**src/rtl/stereo_atten_pkg.sv**
```systemverilog
// Package: shared constants and the fractional gain table of the attenuator.
// Assumes a 16-bit unsigned Q1.15 factor, where 32768 stands for unity.
package stereo_atten_pkg;

    localparam int STEPS_PER_SHIFT = 12;
    localparam int COEF_W          = 16;

    // Returns round(32768 * 10^(-idx/40)) for the half-decibel remainder idx.
    function automatic logic [COEF_W-1:0] frac_gain(input logic [3:0] idx);
        case (idx)
            4'd0:    frac_gain = 16'd32768;
            4'd1:    frac_gain = 16'd30935;
            4'd2:    frac_gain = 16'd29205;
            4'd3:    frac_gain = 16'd27571;
            4'd4:    frac_gain = 16'd26029;
            4'd5:    frac_gain = 16'd24573;
            4'd6:    frac_gain = 16'd23198;
            4'd7:    frac_gain = 16'd21900;
            4'd8:    frac_gain = 16'd20675;
            4'd9:    frac_gain = 16'd19519;
            4'd10:   frac_gain = 16'd18427;
            default: frac_gain = 16'd17396;
        endcase
    endfunction

endpackage

```
**src/rtl/atten_code_ctrl.sv**
```systemverilog
// Module: per-channel effective attenuation code with soft-mute ramping.
// Also acts as pipeline stage 1: it captures the sample together with the
// code that applies to it. Everything advances only on accepted samples.
module atten_code_ctrl #(
    parameter int DATA_W = 24,
    parameter int CODE_W = 8
) (
    input  logic                     clk,
    input  logic                     rst_n,
    input  logic                     valid_i,
    input  logic                     mute_i,
    input  logic [CODE_W-1:0]        target_i,
    input  logic signed [DATA_W-1:0] sample_i,
    output logic [CODE_W-1:0]        code_o,
    output logic                     zero_o,
    output logic signed [DATA_W-1:0] sample_o
);
    localparam logic [CODE_W-1:0] CODE_MAX = '1;

    logic [CODE_W-1:0] code_nxt;

    // Next code: ramp up under mute, ramp down toward the target, or jump up to it.
    always_comb begin
        if (mute_i) begin
            code_nxt = (code_o == CODE_MAX) ? CODE_MAX : code_o + CODE_W'(1);
        end else if (code_o > target_i) begin
            code_nxt = code_o - CODE_W'(1);
        end else begin
            code_nxt = target_i;
        end
    end

    // Register the code, the zero flag and the sample on each accepted sample.
    always_ff @(posedge clk) begin
        if (!rst_n) begin
            code_o   <= '0;
            zero_o   <= 1'b0;
            sample_o <= '0;
        end else if (valid_i) begin
            code_o   <= code_nxt;
            zero_o   <= mute_i && (code_nxt == CODE_MAX);
            sample_o <= sample_i;
        end
    end

endmodule

```
**src/rtl/atten_gain_scale.sv**
```systemverilog
// Module: multiplies a sample by the gain of a code (fraction times power-of-two
// shift), rounds toward zero, saturates and registers the result (stage 2).
// Assumes the code stays stable from stage 1 while valid_i is high.
module atten_gain_scale
    import stereo_atten_pkg::*;
#(
    parameter int DATA_W = 24,
    parameter int CODE_W = 8
) (
    input  logic                     clk,
    input  logic                     rst_n,
    input  logic                     valid_i,
    input  logic [CODE_W-1:0]        code_i,
    input  logic                     zero_i,
    input  logic signed [DATA_W-1:0] sample_i,
    output logic signed [DATA_W-1:0] result_o
);
    localparam int PROD_W  = DATA_W + COEF_W + 1;
    localparam int SHIFT_W = $clog2(COEF_W + 1 + (2**CODE_W) / STEPS_PER_SHIFT);
    localparam logic signed [PROD_W-1:0] S_MAX =
        {{(PROD_W-DATA_W+1){1'b0}}, {(DATA_W-1){1'b1}}};
    localparam logic signed [PROD_W-1:0] S_MIN =
        {{(PROD_W-DATA_W+1){1'b1}}, {(DATA_W-1){1'b0}}};
    localparam logic signed [PROD_W-1:0] ONE = PROD_W'(1);

    logic [3:0]                idx;
    logic [SHIFT_W-1:0]        shamt;
    logic signed [PROD_W-1:0]  samp_x;
    logic signed [PROD_W-1:0]  coef_x;
    logic signed [PROD_W-1:0]  prod;
    logic signed [PROD_W-1:0]  bias;
    logic signed [PROD_W-1:0]  scaled;
    logic signed [DATA_W-1:0]  clipped;

    // Split the code into a table index and a total right-shift amount.
    always_comb begin
        idx   = 4'(code_i % CODE_W'(STEPS_PER_SHIFT));
        shamt = SHIFT_W'(COEF_W - 1) + SHIFT_W'(code_i / CODE_W'(STEPS_PER_SHIFT));
    end

    // Multiply, then bias negative products so the shift truncates toward zero.
    always_comb begin
        samp_x = PROD_W'(sample_i);
        coef_x = $signed({{(PROD_W-COEF_W){1'b0}}, frac_gain(idx)});
        prod   = samp_x * coef_x;
        bias   = prod[PROD_W-1] ? ((ONE <<< shamt) - ONE) : '0;
        scaled = (prod + bias) >>> shamt;
    end

    // Clamp to the output range.
    always_comb begin
        if (scaled > S_MAX) begin
            clipped = S_MAX[DATA_W-1:0];
        end else if (scaled < S_MIN) begin
            clipped = S_MIN[DATA_W-1:0];
        end else begin
            clipped = scaled[DATA_W-1:0];
        end
    end

    // Register the result on valid; force silence when the zero flag is set.
    always_ff @(posedge clk) begin
        if (!rst_n) begin
            result_o <= '0;
        end else if (valid_i) begin
            result_o <= zero_i ? '0 : clipped;
        end
    end

endmodule

```
**src/rtl/stereo_atten.sv**
```systemverilog
// Module: stereo attenuator with tracking mode and soft mute.
// Two-stage pipeline: code update and capture, then scaling. Assumes the
// attenuation codes, track and mute are sampled with each valid input.
module stereo_atten #(
    parameter int DATA_W = 24,
    parameter int CODE_W = 8
) (
    input  logic                     clk,
    input  logic                     rst_n,
    input  logic                     in_valid,
    input  logic signed [DATA_W-1:0] in_left,
    input  logic signed [DATA_W-1:0] in_right,
    input  logic [CODE_W-1:0]        atten_left,
    input  logic [CODE_W-1:0]        atten_right,
    input  logic                     track,
    input  logic                     mute,
    output logic                     out_valid,
    output logic signed [DATA_W-1:0] out_left,
    output logic signed [DATA_W-1:0] out_right
);
    localparam int NCH = 2;

    logic [CODE_W-1:0]        tgt   [NCH];
    logic signed [DATA_W-1:0] samp  [NCH];
    logic [CODE_W-1:0]        code  [NCH];
    logic                     zero  [NCH];
    logic signed [DATA_W-1:0] s1_smp[NCH];
    logic signed [DATA_W-1:0] res   [NCH];
    logic                     s1_valid;
    logic [CODE_W-1:0]        code_l;
    logic [CODE_W-1:0]        code_r;

    // Pick per-channel targets and samples; tracking routes the left code right.
    always_comb begin
        tgt[0]  = atten_left;
        tgt[1]  = track ? atten_left : atten_right;
        samp[0] = in_left;
        samp[1] = in_right;
    end

    // Pipeline valid flags for both stages.
    always_ff @(posedge clk) begin
        if (!rst_n) begin
            s1_valid  <= 1'b0;
            out_valid <= 1'b0;
        end else begin
            s1_valid  <= in_valid;
            out_valid <= s1_valid;
        end
    end

    for (genvar ch = 0; ch < NCH; ch++) begin : g_ch
        atten_code_ctrl #(.DATA_W(DATA_W), .CODE_W(CODE_W)) i_code (
            .clk      (clk),
            .rst_n    (rst_n),
            .valid_i  (in_valid),
            .mute_i   (mute),
            .target_i (tgt[ch]),
            .sample_i (samp[ch]),
            .code_o   (code[ch]),
            .zero_o   (zero[ch]),
            .sample_o (s1_smp[ch])
        );
        atten_gain_scale #(.DATA_W(DATA_W), .CODE_W(CODE_W)) i_scale (
            .clk      (clk),
            .rst_n    (rst_n),
            .valid_i  (s1_valid),
            .code_i   (code[ch]),
            .zero_i   (zero[ch]),
            .sample_i (s1_smp[ch]),
            .result_o (res[ch])
        );
    end

    // Expose results and effective codes under channel names.
    always_comb begin
        out_left  = res[0];
        out_right = res[1];
        code_l    = code[0];
        code_r    = code[1];
    end

endmodule

```
**config.mk**
```make
export PLATFORM = sky130hd
export DESIGN_NAME = stereo_atten
export DESIGN_NICKNAME = d
export VERILOG_FILES = /design/src/rtl/stereo_atten_pkg.sv /design/src/rtl/atten_code_ctrl.sv /design/src/rtl/atten_gain_scale.sv /design/src/rtl/stereo_atten.sv
export SDC_FILE = /design/constraint.sdc
export NUM_CORES = 2
export LEC_CHECK = 0
export BUFFER_PORTS_ARGS = -buffer_cell sky130_fd_sc_hd__buf_4
export CAP_MARGIN = 10
export CORE_MARGIN = 3
export CORE_UTILIZATION = 61
export CTS_BUF_LIST = sky130_fd_sc_hd__clkbuf_4 sky130_fd_sc_hd__clkbuf_8
export DETAILED_ROUTE_END_ITERATION = 10
export PLACE_DENSITY = 0.81
export SYNTH_ARGS = -nofsm -noshare
export SYNTH_HDL_FRONTEND = slang
export SYNTH_SLANG_ARGS = --single-unit
export TNS_END_PERCENT = 50
```
**constraint.sdc**
```tcl
create_clock -name clk -period 13 [get_ports clk]
set_input_delay 2.6 -clock clk [delete_from_list [all_inputs] [get_ports clk]]
set_output_delay 2.6 -clock clk [all_outputs]
set_load 0.01 [all_outputs]
```
== After elaboration in Yosys (flattened, before gate mapping) ==
Memory sizes are Yosys's and may differ from the RTL's.
Cells that the tools add are included.
Word-level totals
  ROM bits: 512
  output and inout bits: 49
  memories: 2
  register bits: 116
  input port bits: 69
Memory list
  (name not given): words 16, bits a word 16, rd ports 1, clocked after memory_dff 0, write ports 0, line stereo_atten_pkg.sv:10  | case (idx)
  (name not given): words 16, bits a word 16, rd ports 1, clocked after memory_dff 0, write ports 0, line stereo_atten_pkg.sv:10
Cells by class
  order comparisons: 6
  reduce and logical (&&, ||, !) cells: 2
  $mul: 2
  add/subtract/negate cells: 10
  equality and inequality tests: 4
  shift operators: 4
  muxes and demuxes: 15
  divide/modulo/power cells: 4
Operator list (count)
  $mux W24: 6
  $add A41 B41 Y41: 2
  $gt A41 B24 Y1 const B: 2
  $lt A41 B24 Y1 const B: 2
  $mul A24 B17 Y41: 2
  $mux W41: 2
  $sshl A1 B6 Y41 const A: 2
  $sshr A41 B6 Y41: 2
  $sub A41 B1 Y41 const B: 2
  $mux W8: 7
  $eq A8 B8 Y1 const B: 4
  $add A8 B1 Y8 const B: 2
  $div A8 B4 Y8 const B: 2
  $gt A8 B8 Y1: 2
  $mod A8 B4 Y8 const B: 2
  $sub A8 B1 Y8 const B: 2
  $add A4 B6 Y6 const A: 2
  $logic_and A1 B1 Y1: 2

== Depth between registers and ports, before layout ==
  depth after elaboration: 11
  depth in mapped cells: 58
  depth with buffers taken out: 52

== By module ==
Synthesis repeated with hierarchy kept, for this count alone.
Unflattened totals
  cell total of the unflattened synthesis: 5940
  area total of the unflattened synthesis: 47554.4 µm²
By module, submodules not included
  atten_gain_scale at g_ch[0].i_scale: area each 21698.3 µm², seq. area each 480.5 µm², instances 1, cells an instance 2747
  atten_gain_scale at g_ch[1].i_scale: area each 21543.2 µm², seq. area each 480.5 µm², instances 1, cells an instance 2742
  atten_code_ctrl: area each 2064.5 µm², seq. area each 660.6 µm², instances 2, cells an instance 219
  stereo_atten: area each 183.9 µm², seq. area each 40.0 µm², instances 1, cells an instance 13

== Least setup slack after synthesis ==
No wires, ideal clock.
  kind: reg-to-reg
  from: register g_ch[0].i_code.code_o[7]
  to: register g_ch[0].i_scale.result_o[7]
  cell stages (with the launch flop): 49
  path slack: -506 ps
  setup time: 139 ps
  period minus slack after synthesis: 13506 ps
  data arrival time: 13368 ps
  cells stage by stage: dfxtp_1 > clkbuf_1 > clkbuf_1 > clkbuf_1 > buf_1 > o221ai_1 > a31oi_1 > clkbuf_1 > mux2i_1 > clkbuf_1 > nand2_1 > fa_1 > inv_1 > fa_1 > fa_1 > fa_1 > fa_1 > inv_1 > [... 13 more ...] > ha_1 > a21oi_1 > o21ai_1 > a2111oi_2 > a311oi_2 > nor3_2 > a211oi_2 > nor4b_1 > or2_1 > clkbuf_2 > a21boi_2 > nor2_2 > a221o_1 > nor4_1 > nand4_1 > a21oi_2 > buf_2 > o311ai_1
On the way
  longest elaborated chain between the ends: 11
  elaborated cells between the ends (all ways): 15
RTL lines
  from (decl): line atten_code_ctrl.sv:14  | output logic [CODE_W-1:0] code_o,
  from (signal assigned): line atten_code_ctrl.sv:40  | code_o <= code_nxt;
  parallel branches: the longest is 6 deep, another holds $mul A24 B17 Y41
  $sshr A41 B6 Y41 *: line atten_gain_scale.sv:47  | scaled = (prod + bias) >>> shamt;
  $lt A41 B24 Y1: line atten_gain_scale.sv:54  | end else if (scaled < S_MIN) begin
  $mux W24: line atten_gain_scale.sv:54
  $mux W24 *: line atten_gain_scale.sv:52  | if (scaled > S_MAX) begin
  $mux W24 *: line atten_gain_scale.sv:66  | result_o <= zero_i ? '0 : clipped;
  to (signal assigned): line atten_gain_scale.sv:66
  to (decl): line atten_gain_scale.sv:16  | output logic signed [DATA_W-1:0] result_o
Every way passes the cells marked *.
A chain may end at the register's enable or synchronous reset.

== Worst setup path in the final report ==
  from: register g_ch[1].i_code.code_o[2]
  to: register g_ch[1].i_scale.result_o[11]
On the way
  longest elaborated chain between the ends: 11
  elaborated cells between the ends (all ways): 15
RTL lines (line)
  from (decl): atten_code_ctrl.sv:14
  from (signal assigned): atten_code_ctrl.sv:40
  parallel branches: the longest is 6 deep, another holds $mul A24 B17 Y41
  $sshr A41 B6 Y41 *: atten_gain_scale.sv:47
  $lt A41 B24 Y1: atten_gain_scale.sv:54
  $mux W24: atten_gain_scale.sv:54
  $mux W24 *: atten_gain_scale.sv:52
  $mux W24 *: atten_gain_scale.sv:66
  to (signal assigned): atten_gain_scale.sv:66
  to (decl): atten_gain_scale.sv:16
Marked as above.

==> run metrics <==
number of warnings issued by yosys=0; Final Setup Violations=0; DR pass1 iterations=6; EDFF count, synth=0; placed cells=6,935; P&R area growth vs syn=7.92%; Reg2Reg Setup Slack=0.33 ns; CTS tree=built; RSZ-0062 raised after global routing=yes; Port Buffers=117; skew final=0.0516 ns; CP max stage delay=0.55 ns; hold path startpoint=g_ch[1].i_scale.result_o[22]; status=finished clean; clk slew on worst S/H paths=0.11 ns; Critical Path Start Type=register; vias in the first global route=41,600; worst-skew pair later-pin latency=0.59 ns; Mapped Cells=5,964; H-tree depth=4; Final ANT Viol Nets=0; Post-Synth Simple-Gate Area=0.194; Tcrit/Tclk final=0.974; DRC=0; pin count of the biggest net entering global routing=71; Final Hold Fails=0; GRT overflow=0; worst reg2reg path depth=50; layout cells sized above 1=0.0904; Total GRT Usage=0.330; max_cap viols=0; Avg Synthesized Cell Area=7.88 um2; Slew HR=0.288; reg-to-reg critical path endpoint=g_ch[1].i_scale.result_o[11]; Starting Density=0.617; IO Pins=118; crit path max fanout=13; Die Area=0.0804 mm2; worst setup path startpoint=g_ch[1].i_code.code_o[2]; post-synthesis mux area share=0.0476; Top FF cell, synth=dfxtp_1; first-pass GRT wire length=217 mm; core region area=0.0761 mm2; reg-to-reg critical path startpoint=g_ch[1].i_code.code_o[2]; row cnt=101; count leader, synth=inv_1; DP HPWL=107 mm; sequential share of the synthesized area=0.0494; Synth Area in Adders=0.408; routed via count=42,400; initial antenna violation count=8; mapped cell area=0.0470 mm2; Least-Margin Pin Slew=1.06 ns; Tmin final=12.67 ns; Hold Path Stages=2; most used cell, CP=fa_1; Die Y-Extent=283 um; total CTS buffers=17; Req. time, crit path=13.47 ns; dominant cells by area after synthesis=fa_1 (32%), ha_1 (8.6%), inv_1 (8.2%), nand2_1 (6.6%), dfxtp_1 (4.9%); GPL Wtd Cong=0.982; Distinct cells, synth=93; Synth Area in Compound Gates=0.155; Post-Route Setup TNS=0 ns; combinational family with the most area after synthesis=adder cells; Synth top area share=0.322; DRT iter0 DRCs=3,988; Critical Path Sink Type=register; CTS sink count=116; hold crit path type=reg -> reg; XOR/XNOR Fraction of Synth Area=0.0369; Fmax achieved=0.0789 GHz; wirelength, routed=135 mm; Non-Filler Instances=7,009; Clock Path Buffers=2; WL per Instance=19.3 um; ys async rst share=0; Die Span X=283 um; via/cell ratio=6.06; Synth top cells by count=inv_1 (1,020), nand2_1 (829), fa_1 (756); post-synth top area cell=fa_1; Synth Register Bits=116; Arr. time, crit path=13.14 ns; CP max-delay cell=fa_1; Slew Viols, Final=0; CTS root buffer=clkbuf_8; final-stage net count=7,109; critical path class=reg -> reg; Hold Path End=g_ch[1].i_scale.result_o[22]
worst max-delay path by stage:
| stage | cells past startpoint | end | slack [ns] |
|---|---|---|---|
| final | 50 | g_ch[1].i_scale.result_o[11] | 0.33 |
| after floorplan | 50 | g_ch[1].i_scale.result_o[21] | -0.02 |
| after global placement | 50 | g_ch[1].i_scale.result_o[9] | 0.09 |
| after CTS | 52 | g_ch[0].i_scale.result_o[8] | 0.01 |
| after global routing | 50 | g_ch[0].i_scale.result_o[8] | -0.1 |
| after detailed placement | 48 | g_ch[1].i_scale.result_o[10] | -0.20 |
layout make-up:
class | count | area, um2
clock inverters | 15 | 196
diodes | 4 | 10.0
multi-input cells | 4496 | 40200
clock buffers | 17 | 234
well taps | 1030 | 1290
repair buffers | 309 | 2610
flip-flops and latches | 116 | 2330
inverters | 1022 | 3840
fillers | 6370 | 25400
metrics by stage:
step	area [um2]	worst slack, ns	util	hold WS, ns
6_report	50700	0.333	0.666	0.489
5_1_grt	50700	-0.0970	0.666	0.499
4_1_cts	49800	0.0148	0.655	0.493
3_5_place_dp	49300	-0.204	0.648	0.471
3_3_place_gp	49300	0.0890	0.648	0.455
2_1_floorplan	47000	-0.0206	-	0.466
layer usage:
| metal | vias up | global-route usage | share of wire |
|---|---|---|---|
| met5 | - | 0 | 0.00032 |
| met4 | 6 | 0.0907 | 0.028 |
| met3 | 308 | 0.0717 | 0.10 |
| met2 | 2046 | 0.524 | 0.45 |
| met1 | 20800 | 0.460 | 0.41 |
| li1 | 19300 | - | - |
critical path: cells and delay by family, from the launching register on:
| family | cells | cell delay, ns |
|---|---|---|
| buffers and inverters | 10 | 1.15 |
| adders and majority gates | 9 | 4.02 |
| muxes | 1 | 0.50 |
| xor gates and xnor gates | 2 | 0.36 |
| DFF | 1 | 0.36 |
| AOI/OAI and AO/OA | 19 | 4.67 |
| and+or+nand+nor | 9 | 1.50 |
state kept, by name, summed over array words and instances (netlist names):
| name | flops |
|---|---|
| s1_valid | 1 |
| g_ch.i_code.code_o | 16 |
| g_ch.i_scale.result_o | 48 |
| g_ch.i_code.zero_o | 2 |
| out_valid | 1 |
| g_ch.i_code.sample_o | 48 |
placed cells by master (no fill, tap or decap), types with 30 or more instances in the layout:
cell type  synthesis  layout
ha_1             322     313
nor3_1            59      55
or3_1             31      30
xor2_1            64      62
nand3_1           88      86
and3_1            81      81
a211oi_1          61      57
o211ai_1          80      80
o21a_1            46      45
nor2b_1           90      86
a21o_1            85      85
buf_4              2     274
and2_1           295     294
inv_1           1020    1015
a31oi_1           45      39
nand2_1          829     826
nor2_1           330     328
dfxtp_1          116     109
nand2b_1          39      33
xnor2_1          134     130
o21ai_0          179     169
mux2i_1          158     151
fa_1             756     753
a21oi_1          272     261
logic make-up after synthesis:
kind of cell,Yosys count
AOI/OAI and AO/OA,1080
xor gates and xnor gates,198
adders and majority gates,1078
buffers and inverters,1357
DFF,116
muxes,199
other,2
and+or+nand+nor,1934
what timing repair did:
item / in CTS / in global routing
pin swaps: 2 / 25
hold buffers: 0 / 0
cloned: 0 / 11
endpoints found under the setup margin: 42 / 46
resized for setup: 5 / 133
setup buffers: 1 / 25
Power is left out: the tool's default activity adds up to more than one toggle a clock period on the data nets, which glitch-free logic cannot reach.
